## config.mk

```make
export PLATFORM = sky130hd
export DESIGN_NAME = pwr_switch_irq
export DESIGN_NICKNAME = d
export VERILOG_FILES = /design/src/rtl/pswi_pkg.sv /design/src/rtl/psw_sync.sv /design/src/rtl/psw_switch.sv /design/src/rtl/psw_regs.sv /design/src/rtl/pwr_switch_irq.sv
export SDC_FILE = /design/constraint.sdc
export NUM_CORES = 1
export LEC_CHECK = 0
export BUFFER_PORTS_ARGS = -buffer_cell sky130_fd_sc_hd__buf_2
export CORE_MARGIN = 1.5
export CORE_UTILIZATION = 54
export DETAILED_ROUTE_END_ITERATION = 16
export HOLD_SLACK_MARGIN = 0.05
export PLACE_DENSITY = 0.81
export SKIP_CTS_REPAIR_TIMING = 1
export SYNTH_ARGS = -nofsm -noshare
export SYNTH_HDL_FRONTEND = slang
export SYNTH_SLANG_ARGS = --single-unit
```

## constraint.sdc

```tcl
create_clock -name clk -period 3.2 [get_ports clk]
set_clock_uncertainty 0.2 [all_clocks]
set_input_delay 0.48 -clock clk [delete_from_list [all_inputs] [get_ports clk]]
set_output_delay 0.48 -clock clk [all_outputs]
set_load 0.1 [all_outputs]
```

## src/rtl/pswi_pkg.sv

```systemverilog
package pswi_pkg;
  // Event flags, LSB first: aux low, to battery, battery event, restored
  typedef struct packed {
    logic restore;
    logic bat;
    logic to_bat;
    logic aux;
  } evt_t;

  localparam int NFLAG = $bits(evt_t);

  localparam logic [1:0] ADDR_FLAG = 2'd0;
  localparam logic [1:0] ADDR_EN   = 2'd1;
  localparam logic [1:0] ADDR_CFG  = 2'd2;
  localparam logic [1:0] ADDR_STAT = 2'd3;

  localparam logic [1:0] MODE_MAIN     = 2'b00;
  localparam logic [1:0] MODE_MAIN_AUX = 2'b01;
endpackage

```

## src/rtl/psw_sync.sv

```systemverilog
module psw_sync #(
  parameter int W = 4,
  parameter int STAGES = 2,
  parameter logic [W-1:0] RST_VAL = '0
) (
  input  logic         clk,
  input  logic         rst,
  input  logic [W-1:0] d,
  output logic [W-1:0] q
);
  logic [W-1:0] st [STAGES];

  generate
    for (genvar s = 0; s < STAGES; s++) begin : g_stage
      if (s == 0) begin : g_first
        always_ff @(posedge clk) begin
          if (rst) st[0] <= RST_VAL;
          else     st[0] <= d;
        end
      end else begin : g_next
        always_ff @(posedge clk) begin
          if (rst) st[s] <= RST_VAL;
          else     st[s] <= st[s-1];
        end
      end
    end
  endgenerate

  assign q = st[STAGES-1];
endmodule

```

## src/rtl/psw_switch.sv

```systemverilog
module psw_switch
  import pswi_pkg::*;
#(
  parameter int DEB_CYC = 4
) (
  input  logic       clk,
  input  logic       rst,
  input  logic [1:0] mode,
  input  logic       main_low,
  input  logic       aux_low,
  output logic       sel_main,
  output logic       to_bat_p,
  output logic       to_main_p
);
  localparam int CW = (DEB_CYC > 1) ? $clog2(DEB_CYC) : 1;
  localparam logic [CW-1:0] CNT_LAST = CW'(DEB_CYC - 1);

  logic          fault;
  logic          want_main;
  logic [CW-1:0] cnt;

  always_comb begin
    if (mode == MODE_MAIN_AUX) fault = main_low | aux_low;
    else                       fault = main_low;
    want_main = ~fault;
  end

  always_ff @(posedge clk) begin
    if (rst) begin
      sel_main  <= 1'b1;
      cnt       <= '0;
      to_bat_p  <= 1'b0;
      to_main_p <= 1'b0;
    end else begin
      to_bat_p  <= 1'b0;
      to_main_p <= 1'b0;
      if (mode[1]) begin
        cnt <= '0;
        if (!sel_main) begin
          sel_main  <= 1'b1;
          to_main_p <= 1'b1;
        end
      end else if (want_main == sel_main) begin
        cnt <= '0;
      end else if (cnt == CNT_LAST) begin
        cnt       <= '0;
        sel_main  <= want_main;
        to_main_p <= want_main;
        to_bat_p  <= ~want_main;
      end else begin
        cnt <= cnt + CW'(1);
      end
    end
  end


  mode_off_chk: assert property (@(posedge clk) disable iff (rst)
    mode[1] |=> sel_main);


  to_bat_cause_chk: assert property (@(posedge clk) disable iff (rst)
    $fell(sel_main) |-> $past(fault));


  to_bat_pulse_chk: assert property (@(posedge clk) disable iff (rst)
    to_bat_p |-> !sel_main);


  to_main_pulse_chk: assert property (@(posedge clk) disable iff (rst)
    to_main_p |-> sel_main);
endmodule

```

## src/rtl/psw_regs.sv

```systemverilog
module psw_regs
  import pswi_pkg::*;
#(
  parameter int DW = 8
) (
  input  logic          clk,
  input  logic          rst,
  input  logic [1:0]    reg_addr,
  input  logic          reg_wr,
  input  logic [DW-1:0] reg_wdata,
  input  evt_t          evt_set,
  input  logic          sel_main,
  input  logic          main_ready,
  output logic [DW-1:0] reg_rdata,
  output logic [1:0]    mode,
  output logic          irq
);
  logic [NFLAG-1:0] flag_q;
  logic [NFLAG-1:0] en_q;
  logic [NFLAG-1:0] set_v;
  logic [NFLAG-1:0] clr_v;
  logic             wr_flag;
  logic             unused_wdata;

  assign set_v        = evt_set;
  assign wr_flag      = reg_wr && (reg_addr == ADDR_FLAG);
  assign clr_v        = wr_flag ? ~reg_wdata[NFLAG-1:0] : '0;
  assign unused_wdata = ^reg_wdata[DW-1:NFLAG];

  always_ff @(posedge clk) begin
    if (rst) begin
      flag_q    <= '0;
      en_q      <= '0;
      mode      <= '0;
      irq       <= 1'b0;
      reg_rdata <= '0;
    end else begin
      flag_q <= (flag_q & ~clr_v) | set_v;
      if (reg_wr && reg_addr == ADDR_EN)  en_q <= reg_wdata[NFLAG-1:0];
      if (reg_wr && reg_addr == ADDR_CFG) mode <= reg_wdata[1:0];
      irq <= |(flag_q & en_q);
      case (reg_addr)
        ADDR_FLAG: reg_rdata <= {{(DW-NFLAG){1'b0}}, flag_q};
        ADDR_EN:   reg_rdata <= {{(DW-NFLAG){1'b0}}, en_q};
        ADDR_CFG:  reg_rdata <= {{(DW-2){1'b0}}, mode};
        default:   reg_rdata <= {{(DW-2){1'b0}}, main_ready, sel_main};
      endcase
    end
  end

  generate
    for (genvar i = 0; i < NFLAG; i++) begin : g_flag_chk

      flag_clear_chk: assert property (@(posedge clk) disable iff (rst)
        $fell(flag_q[i]) |-> $past(wr_flag && !reg_wdata[i]));

      set_wins_chk: assert property (@(posedge clk) disable iff (rst)
        set_v[i] |=> flag_q[i]);
    end
  endgenerate


  irq_on_chk: assert property (@(posedge clk) disable iff (rst)
    (|(flag_q & en_q)) |=> irq);


  irq_off_chk: assert property (@(posedge clk) disable iff (rst)
    !(|(flag_q & en_q)) |=> !irq);
endmodule

```

## src/rtl/pwr_switch_irq.sv

```systemverilog
module pwr_switch_irq
  import pswi_pkg::*;
#(
  parameter int DW = 8,
  parameter int DEBOUNCE_CYC = 4,
  parameter int SYNC_STAGES = 2
) (
  input  logic          clk,
  input  logic          rst,
  input  logic          main_low_i,
  input  logic          aux_low_i,
  input  logic          main_good_i,
  input  logic          bat_low_i,
  input  logic          bat_rdy_i,
  input  logic [1:0]    reg_addr_i,
  input  logic          reg_wr_i,
  input  logic [DW-1:0] reg_wdata_i,
  output logic [DW-1:0] reg_rdata_o,
  output logic          sel_main_o,
  output logic          irq_o
);
  // synchronized bits: {main_good, bat_low, aux_low, main_low}
  localparam logic [3:0] SYNC_RST = 4'b1000;

  logic [3:0] sync_q;
  logic       main_low_s, aux_low_s, bat_low_s, main_good_s;
  logic       aux_low_d, bat_low_d;
  logic [1:0] mode;
  logic       to_bat_p, to_main_p;
  evt_t       evt;

  psw_sync #(.W(4), .STAGES(SYNC_STAGES), .RST_VAL(SYNC_RST)) u_sync (
    .clk (clk),
    .rst (rst),
    .d   ({main_good_i, bat_low_i, aux_low_i, main_low_i}),
    .q   (sync_q)
  );

  assign {main_good_s, bat_low_s, aux_low_s, main_low_s} = sync_q;

  always_ff @(posedge clk) begin
    if (rst) begin
      aux_low_d <= 1'b0;
      bat_low_d <= 1'b0;
    end else begin
      aux_low_d <= aux_low_s;
      bat_low_d <= bat_low_s;
    end
  end

  psw_switch #(.DEB_CYC(DEBOUNCE_CYC)) u_switch (
    .clk       (clk),
    .rst       (rst),
    .mode      (mode),
    .main_low  (main_low_s),
    .aux_low   (aux_low_s),
    .sel_main  (sel_main_o),
    .to_bat_p  (to_bat_p),
    .to_main_p (to_main_p)
  );

  always_comb begin
    evt.aux     = aux_low_s & ~aux_low_d;
    evt.bat     = (bat_low_s & ~bat_low_d) | bat_rdy_i;
    evt.to_bat  = to_bat_p;
    evt.restore = to_main_p;
  end

  psw_regs #(.DW(DW)) u_regs (
    .clk        (clk),
    .rst        (rst),
    .reg_addr   (reg_addr_i),
    .reg_wr     (reg_wr_i),
    .reg_wdata  (reg_wdata_i),
    .evt_set    (evt),
    .sel_main   (sel_main_o),
    .main_ready (main_good_s),
    .reg_rdata  (reg_rdata_o),
    .mode       (mode),
    .irq        (irq_o)
  );
endmodule

```

# After elaboration in Yosys (flattened, before gate mapping)
# Memory sizes are Yosys's and may differ from the RTL's.
# Index checks and enable logic that the tools add are counted.
# op_classes
mux	12
n_reduce_logical	9
bitwise	16
eq_ne	5
addsub	1
# ops
op	count
two-way mux 4 bit	3
one-hot mux 4 bit (3 select lines)	1
OR reduction 4 bit	3
bitwise AND 4 bit	2
two-way mux 1 bit	8
inverter 4 bit	2
inverter 1 bit	5
equality test 2 x 1 -> 1 bit (second input constant)	2
equality test 2 bit (second input constant)	2
bitwise OR 1 bit	4
bitwise OR 4 bit	1
logical AND 1 bit	3
adder 2 x 1 -> 2 bit (second input constant)	1
bitwise AND 1 bit	2
zero test 2 bit	1
AND reduction 2 bit	1
OR reduction 2 bit	1
equality test 1 bit	1
# totals
regBits	26
input_bits	18
ramBits	8
out_inout_bits	10
n_memories	1
# memory_table
memory	words	word_bits	rd	rd_clocked_by_memory_dff	wr	line	rtl
u_sync.st	2	4	2	0	2	psw_sync.sv:11	logic [W-1:0] st [STAGES];

# Depth between registers and ports, before layout
# Gate-level depths: netlist (run 1).
# An unclocked memory read counts as a cell.
# depth
depth_word	7
ltp_mapped	4

# Hierarchy
# From an unflattened synthesis (run 1), not the netlist that was laid out.
# unflattened
cells_unflattened	106
hier_area_um2	1168.6
# modules_own_cells
module	cells_each	area_each_um2	seq_area_each_um2	n_inst
psw_regs	66	689.4	300.3	1
psw_sync	16	210.2	160.2	1
psw_switch	17	198.9	100.1	1
pwr_switch_irq	7	70.1	40.0	1

# Least setup slack after synthesis (run 1)
# OpenSTA, ideal clock, no wires.
# synth_timing
kind	register to register
start	reg u_switch.sel_main
end	reg u_switch.cnt[1]
n_path_buf	0
setup_slack_ns	1.419
arrival_ns	1.493
required_time_ns	2.912
stages_incl_launch_ff	3
setup_ns	0.088
period_less_slack_ns	1.781
path_cell_list	dfxtp_1 -> xnor2_1 -> nor4b_2
# synth_between
elab_chain_cells	2
# synth_lines
element	line	rtl
start: declaration	psw_switch.sv:11	output logic sel_main,
start signal: assignment	psw_switch.sv:47	sel_main <= want_main;
equality test 1 bit	psw_switch.sv:43	end else if (want_main == sel_main) begin
OR reduction 4 bit (no source line)	-	
end signal: assignment	psw_switch.sv:51	cnt <= cnt + CW'(1);
end: declaration	psw_switch.sv:20	logic [CW-1:0] cnt;
# No other way between the ends.
# A chain may end at the register's enable or synchronous reset.

# Worst setup path after layout (run 1)
# layout_timing
start	reg u_switch.sel_main
end	out sel_main_o
# layout_lines
element	line	rtl
end: declaration	pwr_switch_irq.sv:19	output logic sel_main_o,
# No word-level cell between the ends.

==> results of run 1 <==
## power groups by stage
stage | logic, µW | clock network, µW | registers [µW]
2_1_floorplan | 55.0 | 0 | 413
3_3_place_gp | 79.6 | 0 | 399
3_5_place_dp | 81.4 | 0 | 400
4_1_cts | 81.7 | 296 | 391
5_1_grt | 86.6 | 315 | 393
6_report | 81.3 | 291 | 391
## sequential cells by signal, indices dropped and copies added, names as in the netlist
| register | count |
|---|---|
| u_sync.st | 8 |
| u_regs.en_q | 4 |
| u_regs.flag_q | 4 |
| u_regs.reg_rdata | 4 |
| u_regs.mode | 2 |
| u_switch.cnt | 2 |
| aux_low_d | 1 |
| bat_low_d | 1 |
| u_regs.irq | 1 |
| u_switch.sel_main | 1 |
| u_switch.to_bat_p | 1 |
| u_switch.to_main_p | 1 |
## metrics by stage
step | total power (µW) | instance area [µm²]
after global placement | 478 | 1200
after floorplan | 468 | 1120
final | 763 | 1280
after global routing | 794 | 1280
after detailed placement | 481 | 1200
after CTS | 769 | 1280
## layout make-up
| class | count | area share |
|---|---|---|
| Timing Repair Buffer | 19 | 0.0743 |
| Tap cell | 27 | 0.0264 |
| Sequential cell | 30 | 0.469 |
| Inverter | 3 | 0.00880 |
| Multi-Input combinational cell | 62 | 0.361 |
| Clock inverter | 3 | 0.0313 |
| Clock buffer | 5 | 0.0293 |
## synthesized netlist by cell type (all sizes together), types with 2 or more instances
library cell  count
buf               6
mux4              2
or2               3
dfxtp            30
nor2b            11
inv               3
nor3              4
a21oi             8
a22oi             2
mux2i             8
nor2              6
o21ai             4
nand3b            2
## worst paths after layout
| path | from | to | slack, ns |
|---|---|---|---|
| worst max-delay path | u_switch.sel_main$_SDFFE_PP1P_ | sel_main_o | 1.25 |
| worst max register to register | u_switch.cnt[0]$_SDFF_PP0_ | u_switch.sel_main$_SDFFE_PP1P_ | 1.89 |
| worst min register to register | u_sync.st[0][3]$_SDFF_PP1_ | u_sync.st[1][3]$_SDFF_PP1_ | 0.21 |
| worst min-delay path | main_good_i | u_sync.st[0][3]$_SDFF_PP1_ | 0.13 |
## per-layer routing
layer	wire length (µm)	global-route usage
met1	776	0.189
met2	890	0.289
met3	136	0.0926
met4	16	0.0810
met5	0	0
## cells by family after synthesis
logic type / synth area share
and+or+nand+nor: 0.191
DFF: 0.540
AOI/OAI and AO/OA: 0.0787
muxes: 0.112
buffers and inverters: 0.0551
adders and majority gates: 0.0112
other: 0.00337
xor gates and xnor gates: 0.00788
==> qor.yml, run 1 <==
synthesis.instances: 99
place_hpwl_mm: 1.27
timing.final.setup_violations: 0
cp.buffers_inverters: 1
cell_chain_of_the_critical_path: "buf_2"
cap_viol_max_count: 0
dr.pass1.iters: 4
clock_tree.root_cell: "clkbuf_4"
postSynth.topFlopCell: "dfxtp_1"
timing.final.crit_share: 0.609
switching_power_uw: 192
n_fill_cell: 174
pre_cts_ws_ns: 1.49
setup_ws_ns: 1.25
synth_top_area_share: 0.540
post_synth_main_area_contributors: "dfxtp_1 54%, mux2i_1 7.2%, nor2b_1 5.1%, mux4_2 4.0%, a21oi_1 3.1%"
design.portCount: 28
nNetsFinal: 140
layout-drive-gt1-share: 0.295
setup_repair_after_global_routing_missed_its_margin: "false"
wl_mm: 1.82
most-common-layout-cells: "30 x dfxtp_1, 19 x buf_2, 9 x nor2b_1, 8 x mux2i_1, 7 x a21oi_1"
grt_pass1_wl_mm: 3.01
seq_area_frac_synth: 0.540
dp_cells: 141
critPathLaunchType: "flip-flop"
asyncSetResetFlopFracSynth: 0
cp_num_cells: 1
min_path_cells: 2
power.sequential.fraction: 0.513
synth-edff-count: 0
irDropWorstVdd_mv: 0.436
worstPathRequired_ns: 2.52
wl_per_cell_um: 12.2
detailedRoute.firstIterationViolations: 18
floorplan.initialDensity: 0.573
clock_sinks: 30
cts_tree: "done"
fmaxAchievable_ghz: 0.513
total_cts_buffers: 5
ant_nets: 0
multi_input_comb_area_um2: 462
routed_via_density: 4.95
coreArea_mm2: 0.00194
power.share.clock: 0.381
cts_max_path_buffers: 2
post_synth.cell_area_avg_um2: 11.2
switching_share: 0.252
utilization: 0.659
slowest_stage: "buf_2"
p_int_uw: 571
ctsHtreeMaxLevel: 2
number_of_antenna_violations_at_the_first_check_in_global_routing: 0
critical_path_class: "reg2out"
gp_congestion: 0.754
hold_class: "in2reg"
timing.final.max_slew_violations: 0
critical_path.endpoint_type: "output pin"
timing.critical_path.arrival_ns: 1.27
via_count: 738
cts.reportedPaths.clkPinSlew_ns: 0.08
leakagePower_uw: 0.000555
die_height_um: 48.4
mostFrequentLayoutCell: "dfxtp_1"
final-seq-area_um2: 601
synth.lib_cells_used.distinct: 28
syn2layout_area_growth_pct: 15.1
clk-insertion-delay-late_ns: 0.33
power_density_mw_per_mm2: 596
final_hold_viol_count: 0
layout.cells.non_filler: 149
cp_top_family: "buffers and inverters"
place.port_buffers: 19
maximum_number_of_pins_on_one_net_before_global_route_repair: 28
yosys_register_bits: 30
drc: 0
n_antenna_cell: 0
synthesized_cell_area_mm2: 0.00111
holdWs_ns: 0.130
ff2ff_path_depth: 3
layout_min_cycle_time_ns: 1.95
outcome: "finished, final reports clean"
largest_fanout_of_any_net_on_the_critical_path: 6
synth_area_leader_cell: "dfxtp_1"
setup-tns-final_ns: 0
core.rowCount: 16
combPwrFrac: 0.107
number_of_global_route_vias_before_repair: 690
floorplan.die.width_um: 48.4
synth-warning-count: 0
grtUsageTotal: 0.177
die-area_mm2: 0.00234
critical_path_s_largest_stage_delay_ns: 0.48
grt_overflow_total: 0
Power figures use the tool's default switching activity.
==> run 2, diff against run 1 <==
- CORE_UTILIZATION: 54 -> 50
- PLACE_DENSITY: 0.81 -> 0.76
- clock period: 3.2 -> 1.9 ns (I/O delays scaled with it)
==> run 2 against run 1 <==
  * Core utilization grew 2.0 points
  * Die area grew 7.5%
  * Critical endpoint unchanged
  * Clock power grew 34%
  * Flip-flop and latch count is the same
  * Highest routed layer unchanged
  * Global-route usage shrank 1.9 points
==> qor.yml, run 2 (synthesized netlist as in run 1, its figures left out) <==
via_count: 797
nNetsFinal: 151
ant_nets: 0
clock_tree.root_cell: "clkbuf_4"
setup_repair_after_global_routing_missed_its_margin: "false"
timing.critical_path.arrival_ns: 1.24
mostFrequentLayoutCell: "dfxtp_1"
cell_chain_of_the_critical_path: "buf_2"
cts_tree: "done"
cp.buffers_inverters: 1
clock_sinks: 30
timing.final.crit_share: 0.910
outcome: "finished, final reports clean"
largest_register_ffs: 8
cap_viol_max_count: 0
fmaxAchievable_ghz: 0.578
setup-tns-final_ns: 0
place.port_buffers: 19
cts_max_path_buffers: 2
layout_min_cycle_time_ns: 1.73
routed_via_density: 4.98
maximum_number_of_pins_on_one_net_before_global_route_repair: 17
grt_pass1_wl_mm: 2.83
cp_top_family: "buffers and inverters"
timing.final.max_slew_violations: 0
detailedRoute.firstIterationViolations: 15
largest_fanout_of_any_net_on_the_critical_path: 6
most-common-layout-cells: "30 x dfxtp_1, 19 x buf_2, 10 x dlygate4sd3_1, 9 x nor2b_1, 8 x mux2i_1"
critical_path_s_largest_stage_delay_ns: 0.47
max_flop_register: "u_sync.st"
layout-drive-gt1-share: 0.278
clk-insertion-delay-late_ns: 0.33
irDropWorstVdd_mv: 0.589
final_hold_viol_count: 0
floorplan.initialDensity: 0.550
power.total_uw: 1200
total_cts_buffers: 5
dr.pass1.iters: 4
die_height_um: 50.2
core.rowCount: 16
place_hpwl_mm: 1.24
n_antenna_cell: 0
critical_path.endpoint_type: "output pin"
wl_mm: 1.80
power_density_mw_per_mm2: 874
wl_per_cell_um: 11.3
slowest_stage: "buf_2"
cts.reportedPaths.clkPinSlew_ns: 0.09
dp_cells: 142
layout.cells.non_filler: 160
timing.final.setup_violations: 0
drc: 0
leakagePower_uw: 0.000591
hold_class: "in2reg"
critical_path_class: "reg2out"
n_fill_cell: 172
utilization: 0.679
die-area_mm2: 0.00252
number_of_global_route_vias_before_repair: 708
coreArea_mm2: 0.00202
gp_congestion: 0.812
ctsHtreeMaxLevel: 2
design.portCount: 28
grt_overflow_total: 0
grtUsageTotal: 0.157
number_of_antenna_violations_at_the_first_check_in_global_routing: 0
floorplan.die.width_um: 50.2
worstPathRequired_ns: 1.41
critPathLaunchType: "flip-flop"
syn2layout_area_growth_pct: 23.5
[run 2: cell count changes in the layout (fill, tap and decap cells not counted), sizes merged]
cell	change
buf	+1
bufinv	-1
clkbuf	+1
clkinv	-1
clkinvlp	+1
dlygate4sd3	+10
[run 2: through the flow]
step / instance area, µm² / hold WS (ns) / setup WS (ns)
floorplan: 1120 / 0.157 / 0.119
global placement: 1210 / 0.189 / 0.461
detailed placement: 1210 / 0.196 / 0.455
CTS: 1270 / -0.0887 / 0.156
global route: 1370 / 0.0849 / 0.117
finish: 1370 / 0.0652 / 0.171
[run 2: metal layers]
metal / track usage / up-vias / wire length (µm) / share of wire
li1: - / 397 / - / -
met1: 0.157 / 368 / 762 / 0.42
met2: 0.263 / 24 / 883 / 0.49
met3: 0.0446 / 8 / 98 / 0.054
met4: 0.139 / 0 / 59 / 0.033
met5: 0 / - / 0 / 0
[run 2: worst reg2reg max path: stages (launching register included)]
cell and delay (ns):
dfxtp_1 0.38, mux4_2 0.48, nor2b_4 0.13
[run 2: area by class of cell]
| type | instances | area, µm² | area share |
|---|---|---|---|
| Multi-Input combinational cell | 62 | 462 | 0.336 |
| Sequential cell | 30 | 601 | 0.437 |
| Clock inverter | 2 | 12.5 | 0.00911 |
| Tap cell | 27 | 33.8 | 0.0246 |
| Clock buffer | 6 | 51.3 | 0.0373 |
| Timing Repair Buffer | 30 | 203 | 0.148 |
| Inverter | 3 | 11.3 | 0.00820 |
[run 2: path summary, 6_finish.rpt]
kind                            slack [ns]                        endpoint                           start  cells past startpoint
worst min register to register        0.22      u_sync.st[1][3]$_SDFF_PP1_      u_sync.st[0][3]$_SDFF_PP1_                      1
worst max-delay path                  0.17                      sel_main_o  u_switch.sel_main$_SDFFE_PP1P_                      1
worst min-delay path                  0.07     u_regs.flag_q[2]$_SDFF_PP0_                             rst                      2
worst max register to register        0.60  u_regs.reg_rdata[0]$_SDFF_PP0_  u_switch.sel_main$_SDFFE_PP1P_                      2
[run 2: power by group]
part           internal (µW)  leakage (µW)  switching, µW  total [µW]
logic                   55.0      0.000312           98.0         153
clock network            178     0.0000343            212         390
registers                649      0.000245           10.0         659
==> run 3, diff against run 2 <==
- CORE_MARGIN: 1.5 -> default
==> run 3 against run 2 <==
  * Fmax is 1.7% higher
  * Global-route usage is 0.55 points higher
  * Final cell count is 0.63% lower
  * Count of clock-buffer cells in the layout is 1 lower
  * Critical endpoint unchanged
  * First-iteration DRC count is 67% lower
  * Largest cell class unchanged
  * Via count is 5.0% lower
  * Largest power group unchanged
  * Critical path type unchanged
  * Die area is 3.9% lower
  * Flip-flop and latch count stayed put
==> qor.yml, run 3 (synthesized netlist as in run 1, its figures left out) <==
outcome: "finished, final reports clean"
cap_viol_max_count: 0
floorplan.initialDensity: 0.550
n_antenna_cell: 0
setup-tns-final_ns: 0
ff2ff_path_depth: 2
p_int_uw: 975
layout_min_cycle_time_ns: 1.70
leakagePower_uw: 0.000598
irDropWorstVdd_mv: 0.918
cts.reportedPaths.clkPinSlew_ns: 0.10
ctsHtreeMaxLevel: 2
switching_share: 0.250
total_cts_buffers: 5
timing.critical_path.arrival_ns: 1.22
design.portCount: 28
place.port_buffers: 19
combPwrFrac: 0.117
syn2layout_area_growth_pct: 23.8
die-area_mm2: 0.00242
nNetsFinal: 150
cts_tree: "done"
max_flop_register: "u_sync.st"
core.rowCount: 16
cp_top_family: "buffers and inverters"
grtUsageTotal: 0.163
dp_cells: 142
largest_fanout_of_any_net_on_the_critical_path: 6
critical_path_s_largest_stage_delay_ns: 0.47
die_height_um: 49.2
setup_ws_ns: 0.199
most-common-layout-cells: "30 x dfxtp_1, 19 x buf_2, 9 x nor2b_1, 9 x dlygate4sd3_1, 8 x mux2i_1"
setup_repair_after_global_routing_missed_its_margin: "false"
critPathLaunchType: "flip-flop"
switching_power_uw: 326
layout-drive-gt1-share: 0.280
hold_start: "reg_wdata_i[2]"
layout.cells.non_filler: 159
setup.reg_to_reg.worst_slack_ns: 0.62
power_density_mw_per_mm2: 944
critical_path_class: "reg2out"
fmaxAchievable_ghz: 0.588
dr.pass1.iters: 4
clock_sinks: 30
detailedRoute.firstIterationViolations: 5
maximum_number_of_pins_on_one_net_before_global_route_repair: 27
floorplan.die.width_um: 49.2
grt_overflow_total: 0
wl_per_cell_um: 11.4
cts_max_path_buffers: 2
worst_r2r_endpoint: "u_regs.reg_rdata[0]$_SDFF_PP0_"
number_of_antenna_violations_at_the_first_check_in_global_routing: 0
slowest_stage: "buf_2"
via_count: 757
number_of_global_route_vias_before_repair: 707
clk-insertion-delay-late_ns: 0.32
pre_cts_ws_ns: 0.447
timing.final.max_slew_violations: 0
n_fill_cell: 163
rr_startpoint: "u_switch.sel_main$_SDFFE_PP1P_"
largest_register_ffs: 8
cp.buffers_inverters: 1
ant_nets: 0
power.share.clock: 0.376
coreArea_mm2: 0.00202
worstPathRequired_ns: 1.41
hold_class: "in2reg"
routed_via_density: 4.76
cell_chain_of_the_critical_path: "buf_2"
timing.final.crit_share: 0.895
final_hold_viol_count: 0
place_hpwl_mm: 1.20
power.sequential.fraction: 0.506
worstHoldEndpoint: "u_regs.en_q[2]$_SDFFE_PP0P_"
timing.final.setup_violations: 0
wl_mm: 1.82
mostFrequentLayoutCell: "dfxtp_1"
clock_tree.root_cell: "clkbuf_4"
drc: 0
critical_path.endpoint_type: "output pin"
grt_pass1_wl_mm: 2.79
min_path_cells: 3
gp_congestion: 0.817
[run 3: worst max-delay path by stage]
stage                              startpoint                              to  depth (start not counted)
2_1_floorplan  u_switch.sel_main$_SDFFE_PP1P_      u_switch.cnt[1]$_SDFF_PP0_                          2
3_3_place_gp                    reg_addr_i[0]  u_regs.reg_rdata[0]$_SDFF_PP0_                          3
3_5_place_dp                    reg_addr_i[0]  u_regs.reg_rdata[1]$_SDFF_PP0_                          3
4_1_cts        u_switch.sel_main$_SDFFE_PP1P_                      sel_main_o                          1
5_1_grt        u_switch.sel_main$_SDFFE_PP1P_                      sel_main_o                          1
6_report       u_switch.sel_main$_SDFFE_PP1P_                      sel_main_o                          1
[run 3: final cells by class]
| cell class | instances | area (µm²) | area share |
|---|---|---|---|
| clock buffer | 5 | 37.5 | 0.0272 |
| timing repair buffer | 29 | 193 | 0.140 |
| clock inverter | 3 | 40.0 | 0.0291 |
| tap | 27 | 33.8 | 0.0245 |
| sequential | 30 | 601 | 0.436 |
| inverter | 3 | 11.3 | 0.00817 |
| multi-input combinational | 62 | 462 | 0.335 |
[run 3: power by group through the flow]
| stage | logic [µW] | clock network (µW) | registers, µW |
|---|---|---|---|
| floorplan | 92.6 | 0 | 695 |
| global placement | 136 | 0 | 672 |
| detailed placement | 138 | 0 | 673 |
| CTS | 138 | 498 | 658 |
| global route | 162 | 527 | 661 |
| finish | 153 | 490 | 658 |
[run 3: stage by stage]
step           cell area [µm²]   util  total power [µW]  hold WS [ns]
2_1_floorplan             1120      -               788         0.157
3_3_place_gp              1210  0.598               808         0.190
3_5_place_dp              1210  0.598               811         0.192
4_1_cts                   1290  0.637              1300       -0.0828
5_1_grt                   1380  0.681              1350        0.0555
6_report                  1380  0.681              1300        0.0335
[run 3: routing by layer]
metal | routed length [µm] | part of all wire | vias to the layer above | GRT usage
li1 | - | - | 394 | -
met4 | 0 | 0 | 0 | 0.118
met5 | 0 | 0 | - | 0
met3 | 107 | 0.059 | 0 | 0.0561
met2 | 908 | 0.50 | 25 | 0.290
met1 | 801 | 0.44 | 338 | 0.152
[run 3: tightest hold or removal path: cells and delay by family]
| family | cells | cell delay [ns] |
|---|---|---|
| AND/OR/NAND/NOR | 1 | 0.09 |
| buffers and inverters | 1 | 0.08 |
| multiplexers | 1 | 0.06 |
